==> src/rtl/spih_pkg.sv <==
package spih_pkg;
  typedef struct packed {
    logic start;   // chip select just fell
    logic sample;  // qualified rising serial clock edge
    logic drive;   // qualified falling serial clock edge
    logic abort;   // chip select is high: clear the transaction
  } spihStrobe_t;
endpackage

==> src/rtl/spih_sync.sv <==
module spih_sync #(
  parameter int STAGES = 2,
  parameter int W = 4,
  parameter logic [W-1:0] RST_VAL = '0
) (
  input  logic         clk,
  input  logic         rstN,
  input  logic [W-1:0] din,
  output logic [W-1:0] dout
);
  logic [W-1:0] stg [STAGES];

  always_ff @(posedge clk or negedge rstN) begin
    if (!rstN) stg[0] <= RST_VAL;
    else       stg[0] <= din;
  end

  for (genvar s = 1; s < STAGES; s++) begin : g_stage
    always_ff @(posedge clk or negedge rstN) begin
      if (!rstN) stg[s] <= RST_VAL;
      else       stg[s] <= stg[s-1];
    end
  end

  assign dout = stg[STAGES-1];
endmodule

==> src/rtl/spih_ctrl.sv <==
module spih_ctrl
  import spih_pkg::*;
(
  input  logic        clk,
  input  logic        rstN,
  input  logic        sclkLvl,
  input  logic        csLvl,
  input  logic        holdLvl,
  output spihStrobe_t strobe,
  output logic        holdActive
);
  logic sclkD, csD, heldQ, heldNext;

  always_ff @(posedge clk or negedge rstN) begin
    if (!rstN) begin
      sclkD <= 1'b0;
      csD   <= 1'b1;
      heldQ <= 1'b0;
    end else begin
      sclkD <= sclkLvl;
      csD   <= csLvl;
      heldQ <= heldNext;
    end
  end

  // pause may change state only while the serial clock is low
  always_comb begin
    heldNext = heldQ;
    if (csLvl)                               heldNext = 1'b0;
    else if (!heldQ && !holdLvl && !sclkLvl) heldNext = 1'b1;
    else if (heldQ && holdLvl && !sclkLvl)   heldNext = 1'b0;
  end

  always_comb begin
    strobe.start  = !csLvl && csD;
    strobe.sample = !csLvl && !heldQ && sclkLvl && !sclkD;
    strobe.drive  = !csLvl && !heldQ && !sclkLvl && sclkD;
    strobe.abort  = csLvl;
  end

  assign holdActive = heldQ;

  assert_pause_cleared_R10: assert property (@(posedge clk) disable iff (!rstN)
    csLvl |=> !heldQ);
  assert_start_single_R5: assert property (@(posedge clk) disable iff (!rstN)
    strobe.start |=> !strobe.start);
  assert_enter_clk_low_R8: assert property (@(posedge clk) disable iff (!rstN)
    $rose(heldQ) |-> !$past(sclkLvl));
  assert_exit_clk_low_R9: assert property (@(posedge clk) disable iff (!rstN)
    ($fell(heldQ) && !$past(csLvl)) |-> !$past(sclkLvl));
endmodule

==> src/rtl/spih_datapath.sv <==
module spih_datapath
  import spih_pkg::*;
#(
  parameter int W = 8
) (
  input  logic        clk,
  input  logic        rstN,
  input  spihStrobe_t strobe,
  input  logic        diLvl,
  input  logic [W-1:0] txWord,
  output logic [W-1:0] rxWord,
  output logic        rxValid,
  output logic        txBit
);
  localparam int CW = $clog2(W);
  localparam logic [CW-1:0] LAST = CW'(W - 1);

  logic [CW-1:0] bitCnt;
  logic [W-2:0]  rxShift;
  logic [W-1:0]  txShift;
  logic          wordDone;

  always_ff @(posedge clk or negedge rstN) begin
    if (!rstN) begin
      bitCnt   <= '0;
      rxShift  <= '0;
      txShift  <= '0;
      wordDone <= 1'b0;
      rxWord   <= '0;
      rxValid  <= 1'b0;
    end else begin
      rxValid <= 1'b0;
      if (strobe.abort) begin
        bitCnt   <= '0;
        wordDone <= 1'b0;
      end else if (strobe.start) begin
        bitCnt   <= '0;
        wordDone <= 1'b0;
        txShift  <= txWord;
      end else begin
        if (strobe.sample) begin
          rxShift <= {rxShift[W-3:0], diLvl};
          if (bitCnt == LAST) begin
            rxWord   <= {rxShift, diLvl};
            rxValid  <= 1'b1;
            bitCnt   <= '0;
            wordDone <= 1'b1;
          end else begin
            bitCnt <= bitCnt + CW'(1);
          end
        end
        if (strobe.drive) begin
          if (bitCnt != '0) begin
            txShift <= {txShift[W-2:0], 1'b0};
          end else if (wordDone) begin
            txShift  <= txWord;
            wordDone <= 1'b0;
          end
        end
      end
    end
  end

  assign txBit = txShift[W-1];

  assert_valid_single_R2: assert property (@(posedge clk) disable iff (!rstN)
    rxValid |=> !rxValid);
  assert_valid_at_boundary_R2: assert property (@(posedge clk) disable iff (!rstN)
    rxValid |-> (bitCnt == '0));
endmodule

==> src/rtl/spi_hold_slave.sv <==
module spi_hold_slave
  import spih_pkg::*;
#(
  parameter int WORD_W = 8,
  parameter int SYNC_STAGES = 2
) (
  input  logic              clk,
  input  logic              rstN,
  input  logic              sclkPin,
  input  logic              csNPin,
  input  logic              mosiPin,
  input  logic              holdNPin,
  input  logic [WORD_W-1:0] txWord,
  output logic [WORD_W-1:0] rxWord,
  output logic              rxValid,
  output logic              startPulse,
  output logic              misoOut,
  output logic              misoOe
);
  localparam logic [3:0] PIN_RST = 4'b0101; // {sclk, csN, mosi, holdN}

  logic [3:0]  pinLvl;
  spihStrobe_t strobe;
  logic        holdActive;

  spih_sync #(.STAGES(SYNC_STAGES), .W(4), .RST_VAL(PIN_RST)) sync_i (
    .clk(clk), .rstN(rstN),
    .din({sclkPin, csNPin, mosiPin, holdNPin}),
    .dout(pinLvl)
  );

  spih_ctrl ctrl_i (
    .clk(clk), .rstN(rstN),
    .sclkLvl(pinLvl[3]), .csLvl(pinLvl[2]), .holdLvl(pinLvl[0]),
    .strobe(strobe), .holdActive(holdActive)
  );

  spih_datapath #(.W(WORD_W)) dp_i (
    .clk(clk), .rstN(rstN), .strobe(strobe), .diLvl(pinLvl[1]),
    .txWord(txWord), .rxWord(rxWord), .rxValid(rxValid), .txBit(misoOut)
  );

  assign startPulse = strobe.start;
  assign misoOe     = !pinLvl[2] && !holdActive;

  assert_oe_off_deselected_R6: assert property (@(posedge clk) disable iff (!rstN)
    pinLvl[2] |-> !misoOe);
endmodule

==> config.mk <==
export PLATFORM = sky130hd
export DESIGN_NAME = spi_hold_slave
export DESIGN_NICKNAME = d
export VERILOG_FILES = /design/src/rtl/spih_pkg.sv /design/src/rtl/spih_sync.sv /design/src/rtl/spih_ctrl.sv /design/src/rtl/spih_datapath.sv /design/src/rtl/spi_hold_slave.sv
export SDC_FILE = /design/constraint.sdc
export NUM_CORES = 1
export LEC_CHECK = 0
export BUFFER_PORTS_ARGS = -buffer_cell sky130_fd_sc_hd__buf_2
export CORE_MARGIN = 4
export CORE_UTILIZATION = 42
export DETAILED_ROUTE_END_ITERATION = 10
export PLACE_DENSITY_LB_ADDON = 0.3
export RECOVER_POWER = 50
export SETUP_SLACK_MARGIN = 0.2
export SLEW_MARGIN = 15
export SYNTH_ARGS = -nofsm -noshare
export SYNTH_HDL_FRONTEND = slang
export SYNTH_SLANG_ARGS = --single-unit
==> constraint.sdc <==
create_clock -name clk -period 1.67 [get_ports clk]
set_input_delay 0.0835 -clock clk [delete_from_list [all_inputs] [get_ports clk]]
set_output_delay 0.0835 -clock clk [all_outputs]
set_load 0.02 [all_outputs]
### Yosys cells after proc, flatten, opt, wreduce, memory -nomap -nowiden

Index checks and enable logic that the tools add are counted.

* muxes and demuxes: 22
* bitwise gates (word level): 2
* add/subtract/negate cells: 1
* reductions and logical operators: 23
* equal/unequal tests: 1

Operator list (count)
* $mux W8: 4
* $mux W1: 14
* $mux W3: 4
* $reduce_bool A3 Y1: 4
* $logic_and A1 B1 Y1: 10
* $reduce_and A3 Y1: 2
* $logic_not A1 Y1: 5
* $reduce_and A4 Y1: 1
* $add A3 B1 Y3 const B: 1
* $eq A3 B3 Y1 const B: 1
* $not A1 Y1: 2
* $reduce_bool A2 Y1: 1

* bits of input ports: 14
* register bits after elaboration: 39

### Longest topological paths before layout

Gate-level depths: netlist of run 1.

* word-level depth: 10
* depth in mapped cells: 7
* gate-level depth less buffers: 6

### Hierarchy

From an unflattened synthesis of run 1, not the netlist that was laid out.

* cells, all modules: 125
* area, all modules: 1620.3 um2

Modules (own cells, without submodules)
* spih_datapath: cells each 102, seq. area each 700.7 um2, instances 1, area an instance 1255.0 um2
* spih_sync: cells each 12, seq. area each 205.2 um2, instances 1, area an instance 235.2 um2
* spih_ctrl: cells each 10, seq. area each 76.3 um2, instances 1, area an instance 126.4 um2
* spi_hold_slave: cells each 1, seq. area each 0.0 um2, instances 1, area an instance 3.8 um2

### Least setup slack after synthesis of run 1

Ideal clock, no wire load.

* kind: register -> register
* start point: register ctrl_i.csD
* end point: register dp_i.txShift[2]
* library setup time: 0.123 ns
* setup slack: -0.064 ns
* arrival: 1.611 ns
* stages on the path, launching flop included: 6
* clock period less this slack: 1.734 ns
* path through: dfstp_2 nor2b_1 or2_2 buf_2 mux2i_1 a21oi_1

* word-level cells in the longest chain between the ends: 3

RTL lines
* start, declared: RTL line spih_ctrl.sv:12 `logic sclkD, csD, heldQ, heldNext;`
* start signal, assigned: RTL line spih_ctrl.sv:21 `csD <= csLvl;`
* $logic_and A1 B1 Y1 (*): RTL line spih_ctrl.sv:35 `strobe.start = !csLvl && csD;`
* net startPulse: RTL line spi_hold_slave.sv:16 `output logic startPulse,`
* $reduce_bool A3 Y1 (no source line) or $reduce_bool A2 Y1 (tied branches)
* $reduce_and A3 Y1 (no source line)
* end signal, assigned: RTL line spih_datapath.sv:39 `txShift <= txWord;`
* end signal, assigned: RTL line spih_datapath.sv:54 `txShift <= {txShift[W-2:0], 1'b0};`
* end signal, assigned: RTL line spih_datapath.sv:56 `txShift <= txWord;`
* end, declared: RTL line spih_datapath.sv:20 `logic [W-1:0] txShift;`

The timed path passes the listed nets; every way through them passes the cells marked *.
A chain may end at the register's enable or synchronous reset.

### Worst setup path after layout of run 1

* start point: register dp_i.bitCnt[0]
* end point: register dp_i.txShift[6]

* word-level cells in the longest chain between the ends: 4

RTL lines
* start, declared: RTL line spih_datapath.sv:18 `logic [CW-1:0] bitCnt;`
* start signal, assigned: RTL line spih_datapath.sv:49 `bitCnt <= bitCnt + CW'(1);`
* $reduce_bool A3 Y1 (*): RTL line spih_datapath.sv:53 `if (bitCnt != '0) begin`
* $mux W8: RTL line spih_datapath.sv:53
* $mux W8: RTL line spih_datapath.sv:52 `if (strobe.drive) begin`
* $mux W8: RTL line spih_datapath.sv:36 `end else if (strobe.start) begin`

Mark *: on every way between the ends. The rest lies on a longest branch, timed or not. The select of a mux whose other input is x is not followed.

==> flow_metrics.tcl, run 1 <==
set metrics [dict create \
    status "finished clean" \
    start_kind "flip-flop" \
    port_buffers 25 \
    fin_skew_ns 0.00515 \
    drt_iter0_drc 22 \
    syn_inst 111 \
    gr-usage-all-layers_pct 13.5 \
    peakVddDrop_mv 0.443 \
    antenna_found_initial 0 \
    fin_crit_sh_pct 95.1 \
    fin_tns_setup_ns 0 \
    end_kind "flip-flop" \
    hold_path_startpoint "txWord[0]" \
    yosysUniqueCellTypes 25 \
    p_per_area_nw_per_um2 951 \
    layout_setup_ws_ns 0.0817 \
    clkLatencyLatePin_ns 0.28 \
    fillers 296 \
    syn_avg_cell_area_sq_um 13.8 \
    ant_nets 0 \
    initial_utilization_pct 44.6 \
    hold_path.class "input port to flip-flop" \
    synthesis.area_sq_um 1540 \
    clock-sinks 39 \
    timing.fmax_mhz 630 \
    syn_nets 128 \
    rsz0062_at_grt "yes" \
    p_sw_w 0.000455 \
    syn_to_final_growth_pct 29.7 \
    setup_viol 0 \
    synth_top_area_share_pct 55.4 \
    relSlewSlack_pct 37.9 \
    combPwrFrac_pct 11.0 \
    ioPinCount 26 \
    row_count 21 \
    stdcell_count 199 \
    reg2reg_from "dp_i.bitCnt[0]" \
    viasPerCell 4.85 \
    place_ws_ns -0.00353 \
    fin_hold_ws_ns 0.0473 \
    cts.path.max_buffers 2 \
    cap_violations 0 \
    pwr-share-seq_pct 58.1 \
    synth_warnings 0 \
    dp_hpwl_microns 1700 \
    dp.cells 182 \
    drt_first_pass_iters 5 \
    seq_area_frac_synth_pct 63.9 \
    cts.clk_slew.worst_paths_ns 0.07 \
    synth_seq_cells 39 \
    report.final.slew_viol_count 0 \
    dieArea_sq_um 4690 \
    crit_required_ns 1.83 \
    crit_start "dp_i.bitCnt[0]" \
    core_area_sq_um 3440 \
    intPower_w 0.00144 \
    die_h_microns 68.5 \
    numCtsBuffers 5 \
    worst_slew_pin_slew_ns 0.931 \
    worstPathArrival_ns 1.75 \
    final_common_cell "dfrtp_1" \
    gp_congestion 0.736 \
    antenna_cells 0 \
    die_width_microns 68.5 \
    drive_gt1_share_pct 47.7 \
    p_leak_nw 1.02 \
    grt_first_pass_wirelength_microns 4580 \
    synthTopCellsByArea "dfrtp_1, mux2_2, dfstp_2" \
    route.detailed.drc 0 \
    wl_per_cell_microns 14.0 \
    pwr-share-clk_pct 30.9 \
    most-common-layout-cells "dfrtp_1, buf_2, nor2_1, mux2_4, a21oi_1" \
    cts_tree "yes" \
    yosys.area.top_type "dfrtp_1" \
    worstPathMaxFanout 8 \
    netSwitchingFraction_pct 24.0 \
    layout.nets 169 \
    grt_overflow 0 \
    cts-htree-levels 2 \
    via_count 966 \
    drt_wl_total_microns 2790 \
    root_buffer "clkbuf_8" \
    p_total_w 0.00190 \
    grt_pass1_vias 1027 \
    period_minus_slack_ns 1.59 \
    path_class "flip-flop to flip-flop" \
    hold_viol 0 \
    grt_max_degree 40 \
]
[per-layer routing]
metal	share of wire [%]	global-route usage (%)	vias to the layer above
met1	46	16.2	471
met2	48	21.8	25
met3	4.9	4.11	2
li1	-	-	468
met5	0	0	-
met4	0.75	6.70	0
[power groups by stage]
stage	logic [W]	clock network (W)	registers, W
floorplan	0.000130	0	0.00110
global placement	0.000182	0	0.00111
detailed placement	0.000188	0	0.00111
CTS	0.000209	0.000612	0.00110
global route	0.000232	0.000653	0.00111
finish	0.000209	0.000585	0.00110
[flip-flops by register name, summed over array words and instances, names as in the netlist, 3 cells and up]
name and count:
dp_i.txShift 8, dp_i.rxWord 8, dp_i.rxShift 7, sync_i.stg 4
dp_i.bitCnt 3, sync_i.dout 4
[cells in the mapped netlist]
| master | n |
|---|---|
| nor3_1 | 1 |
| nor2b_1 | 2 |
| nor3b_1 | 1 |
| o21ai_2 | 1 |
| nor2_1 | 12 |
| ha_1 | 3 |
| buf_6 | 1 |
| a21oi_1 | 9 |
| dfrtp_1 | 34 |
| nand2b_1 | 1 |
| o21a_1 | 1 |
| buf_2 | 2 |
| nor4b_2 | 1 |
| or4b_1 | 1 |
| nor4_4 | 1 |
| a32oi_1 | 1 |
| mux2i_1 | 6 |
| nand3_1 | 1 |
| or2_2 | 1 |
| inv_1 | 5 |
| mux2_2 | 15 |
| o211a_2 | 1 |
| dfstp_2 | 5 |
| a22o_1 | 3 |
| nand2_1 | 2 |
[worst paths after layout]
kind	endpoint	slack (ns)	depth (start not counted)
max	dp_i.txShift[6]	0.08	6
min	dp_i.txShift[0]	0.05	3
max reg2reg	dp_i.txShift[6]	0.08	6
min reg2reg	sync_i.dout[3]	0.35	0
max in group asynchronous	dp_i.wordDone	0.54	3
min in group asynchronous	dp_i.txShift[0]	0.55	3
[critical path, cell delays in order, from the launching register on]
cell and delay (ns):
dfrtp_1 0.40, inv_1 0.07, ha_1 0.15, or4b_4 0.48
o211a_4 0.20, nor2_1 0.11, a21oi_1 0.05
[repair_timing]
item / in CTS / in global routing
hold buffers: 5 / 0
buffers inserted: 2 / 0
gates resized for setup: 13 / 3
gates cloned: 2 / 0
setup endpoints to repair: 22 / 18
pin swaps: 3 / 1
hold endpoints to repair: 38 / 0
[kinds of logic (layout without fill, tap and decap cells)]
logic type | Yosys count | in the layout | share of synthesized area (%)
compound gates | 16 | 17 | 6.92
mux | 21 | 21 | 14.9
simple gates | 24 | 25 | 9.20
flops | 39 | 39 | 63.9
fa+ha+maj | 3 | 3 | 2.44
buf+inv | 8 | 48 | 2.61
[through the flow]
| step | cell area, sq um | util, % |
|---|---|---|
| global route | 1990 | 57.9 |
| finish | 1990 | 57.9 |
| detailed placement | 1770 | 51.5 |
| CTS | 1990 | 57.7 |
| global placement | 1770 | 51.5 |
| floorplan | 1580 | - |
[layout make-up]
class | count | area, sq um | area share [%]
clock buffer | 6 | 72.6 | 3.64
inverter | 5 | 18.8 | 0.942
sequential | 39 | 982 | 49.3
clock inverter | 2 | 12.5 | 0.628
multi-input combinational | 66 | 627 | 31.5
timing repair buffer | 35 | 223 | 11.2
tap | 46 | 57.6 | 2.89
Note: power is estimated with default switching activity, not from simulation.
==> inputs of run 2 (changes only) <==
--- a/config.mk
+++ b/config.mk
@@ -17,2 +17,3 @@
 export SYNTH_HDL_FRONTEND = slang
+export SYNTH_HIERARCHICAL = 1
 export SYNTH_SLANG_ARGS = --single-unit
==> constraint.sdc (replaced) <==
create_clock -name clk -period 1.67 [get_ports clk]
set_input_delay 0.167 -clock clk [delete_from_list [all_inputs] [get_ports clk]]
set_output_delay 0.167 -clock clk [all_outputs]
set_load 0.02 [all_outputs]
==> flow_metrics.tcl, run 2 <==
set metrics [dict create \
    die_h_microns 70.1 \
    crit_required_ns 1.85 \
    finish.utilization_pct 58.9 \
    cts.path.max_buffers 2 \
    port_buffers 25 \
    grt_pass1_vias 1128 \
    seq_area_frac_synth_pct 60.6 \
    cpMaxStageDelayCell "dfstp_2" \
    async_flop_share_pct 100 \
    hold_depth 3 \
    cts.clk_slew.worst_paths_ns 0.07 \
    synth_commonest_cells "dfrtp_1, mux2_2, o21ai_0" \
    start_kind "flip-flop" \
    ant_nets 0 \
    synth_top_flop_cell "dfrtp_1" \
    drive_gt1_share_pct 51.4 \
    setup_viol 0 \
    reg2reg_from "sync_i/dout[2]" \
    fin_hold_ws_ns 0.149 \
    yosys.cell_count.top_type "dfrtp_1" \
    fin_skew_ns 0.00717 \
    end_kind "flip-flop" \
    syn_to_final_growth_pct 34.1 \
    route.detailed.drc 0 \
    gr-usage-all-layers_pct 14.2 \
    timing.fmax_mhz 602 \
    synthTopCellsByArea "dfrtp_1, mux2_2, dfstp_2" \
    cts_tree "yes" \
    synth_edf_count 0 \
    relSlewSlack_pct 37.6 \
    rsz0062_at_grt "yes" \
    ioPinCount 26 \
    drt_iter0_drc 50 \
    synth_seq_cells 39 \
    clock-sinks 39 \
    layout_setup_ws_ns 0.00823 \
    fin_crit_sh_pct 99.5 \
    syn_avg_cell_area_sq_um 13.0 \
    cap_violations 0 \
    status "finished clean" \
    peakVddDrop_mv 0.601 \
    syn_inst 125 \
    place_ws_ns -0.0295 \
    dieArea_sq_um 4920 \
    worstPathMaxFanout 7 \
    row_count 22 \
    most-common-layout-cells "dfrtp_1, buf_2, mux2_4, buf_4" \
    gp_congestion 0.814 \
    stdcell_count 221 \
    grt_overflow 0 \
    yosysUniqueCellTypes 28 \
    synthesis.area_sq_um 1620 \
    hold_path.class "input port to flip-flop" \
    via_count 1084 \
    core_area_sq_um 3690 \
    top_regs "dp_i/rxWord x8, dp_i/txShift x8, dp_i/rxShift x7" \
    die_width_microns 70.1 \
    fin_tns_setup_ns 0 \
    viasPerCell 4.90 \
    clkLatencyLatePin_ns 0.29 \
    report.final.slew_viol_count 0 \
    reg2reg_slack_ns 0.008 \
    r2r_end "dp_i/rxShift[2]" \
    hold_end "dp_i/txShift[3]" \
    dp_hpwl_microns 2000 \
    yosys.area.top_type "dfrtp_1" \
    hold_path_startpoint "txWord[3]" \
    final_common_cell "dfrtp_1" \
    grt_first_pass_wirelength_microns 5330 \
    period_minus_slack_ns 1.66 \
    drt_first_pass_iters 4 \
    syn_nets 142 \
    path_class "flip-flop to flip-flop" \
    worst_slew_pin_slew_ns 0.936 \
    r2r_cells 5 \
    synth_top_area_share_pct 52.5 \
    p_per_area_nw_per_um2 915 \
    grt_max_degree 40 \
    initial_utilization_pct 43.9 \
    worstPathArrival_ns 1.84 \
    hold_viol 0 \
    antenna_cells 0 \
    worstPathCellList "nor4b_4, nor3b_4, buf_6, buf_12, mux2_4" \
    root_buffer "clkbuf_8" \
    dp.cells 200 \
    crit_start "sync_i/dout[2]" \
    cts-htree-levels 2 \
    synth_warnings 6 \
    layout.nets 189 \
    wl_per_cell_microns 13.8 \
    antenna_found_initial 0 \
    drt_wl_total_microns 3040 \
    slowest_delay_ns 0.41 \
    numCtsBuffers 5 \
    p_leak_nw 1.04 \
]
==> run 2: repair_timing <==
| item | 4_1_cts | 5_1_grt |
|---|---|---|
| endpoints found under the hold margin | 38 | 0 |
| hold buffers | 5 | 0 |
| pin swaps | 4 | 4 |
| resized for setup | 13 | 9 |
| setup endpoints to repair | 24 | 26 |
| gates cloned | 1 | 0 |
| buffers inserted | 6 | 1 |
==> run 2: cell families after synthesis <==
group                    Yosys count  synth area share (%)
AO/OA/AOI/OAI                     25                  9.03
XOR/XNOR                           1                 0.541
adder cells (fa/ha/maj)            3                  2.32
buffers and inverters             15                  6.02
flip-flops                        39                  60.6
multiplexers                      18                  12.3
AND/OR/NAND/NOR                   24                  9.19
==> run 2: worst max path at each step <==
stage,to,depth (start not counted)
6_report,dp_i/rxShift[2],5
5_1_grt,dp_i/txShift[3],5
4_1_cts,dp_i/txShift[6],5
3_5_place_dp,dp_i/txShift[0],4
3_3_place_gp,dp_i/txShift[0],4
2_1_floorplan,dp_i/txShift[0],8
==> run 2: per-layer routing <==
metal,GRT usage [%],vias to the layer above,share of wire (%)
met3,6.91,8,6.8
met4,7.23,0,2.8
met1,17.3,511,44
li1,-,530,-
met2,20.9,35,46
met5,0,-,0
==> run 2: per-stage QoR <==
stage                     area (sq um)  total power, W
after floorplan                   1680         0.00127
after global placement            1900         0.00135
after detailed placement          1900         0.00137
after global routing              2170         0.00212
after CTS                         2140         0.00201
final                             2170         0.00199
==> run 2: critical path, delay by kind of cell, from the launching register on <==
| family | cells | cell delay (ns) |
|---|---|---|
| buffers and inverters | 2 | 0.31 |
| muxes | 1 | 0.29 |
| DFF | 1 | 0.41 |
| and+or+nand+nor | 2 | 0.54 |
==> run 2: final cells by class <==
| cell class | instances | area (sq um) |
|---|---|---|
| clock buffer | 7 | 76.3 |
| tap | 48 | 60.1 |
| sequential | 39 | 982 |
| multi-input combinational | 72 | 678 |
| fill | 290 | 1520 |
| clock inverter | 1 | 7.51 |
| timing repair buffer | 49 | 350 |
| inverter | 5 | 18.8 |
==> run 2: power breakdown <==
group	internal, W	leakage, nW	switching, W
Clock	0.000295	0.0385	0.000304
Sequential	0.00104	0.485	0.0000723
Combinational	0.000151	0.513	0.000122
Total	0.00149	1.04	0.000499
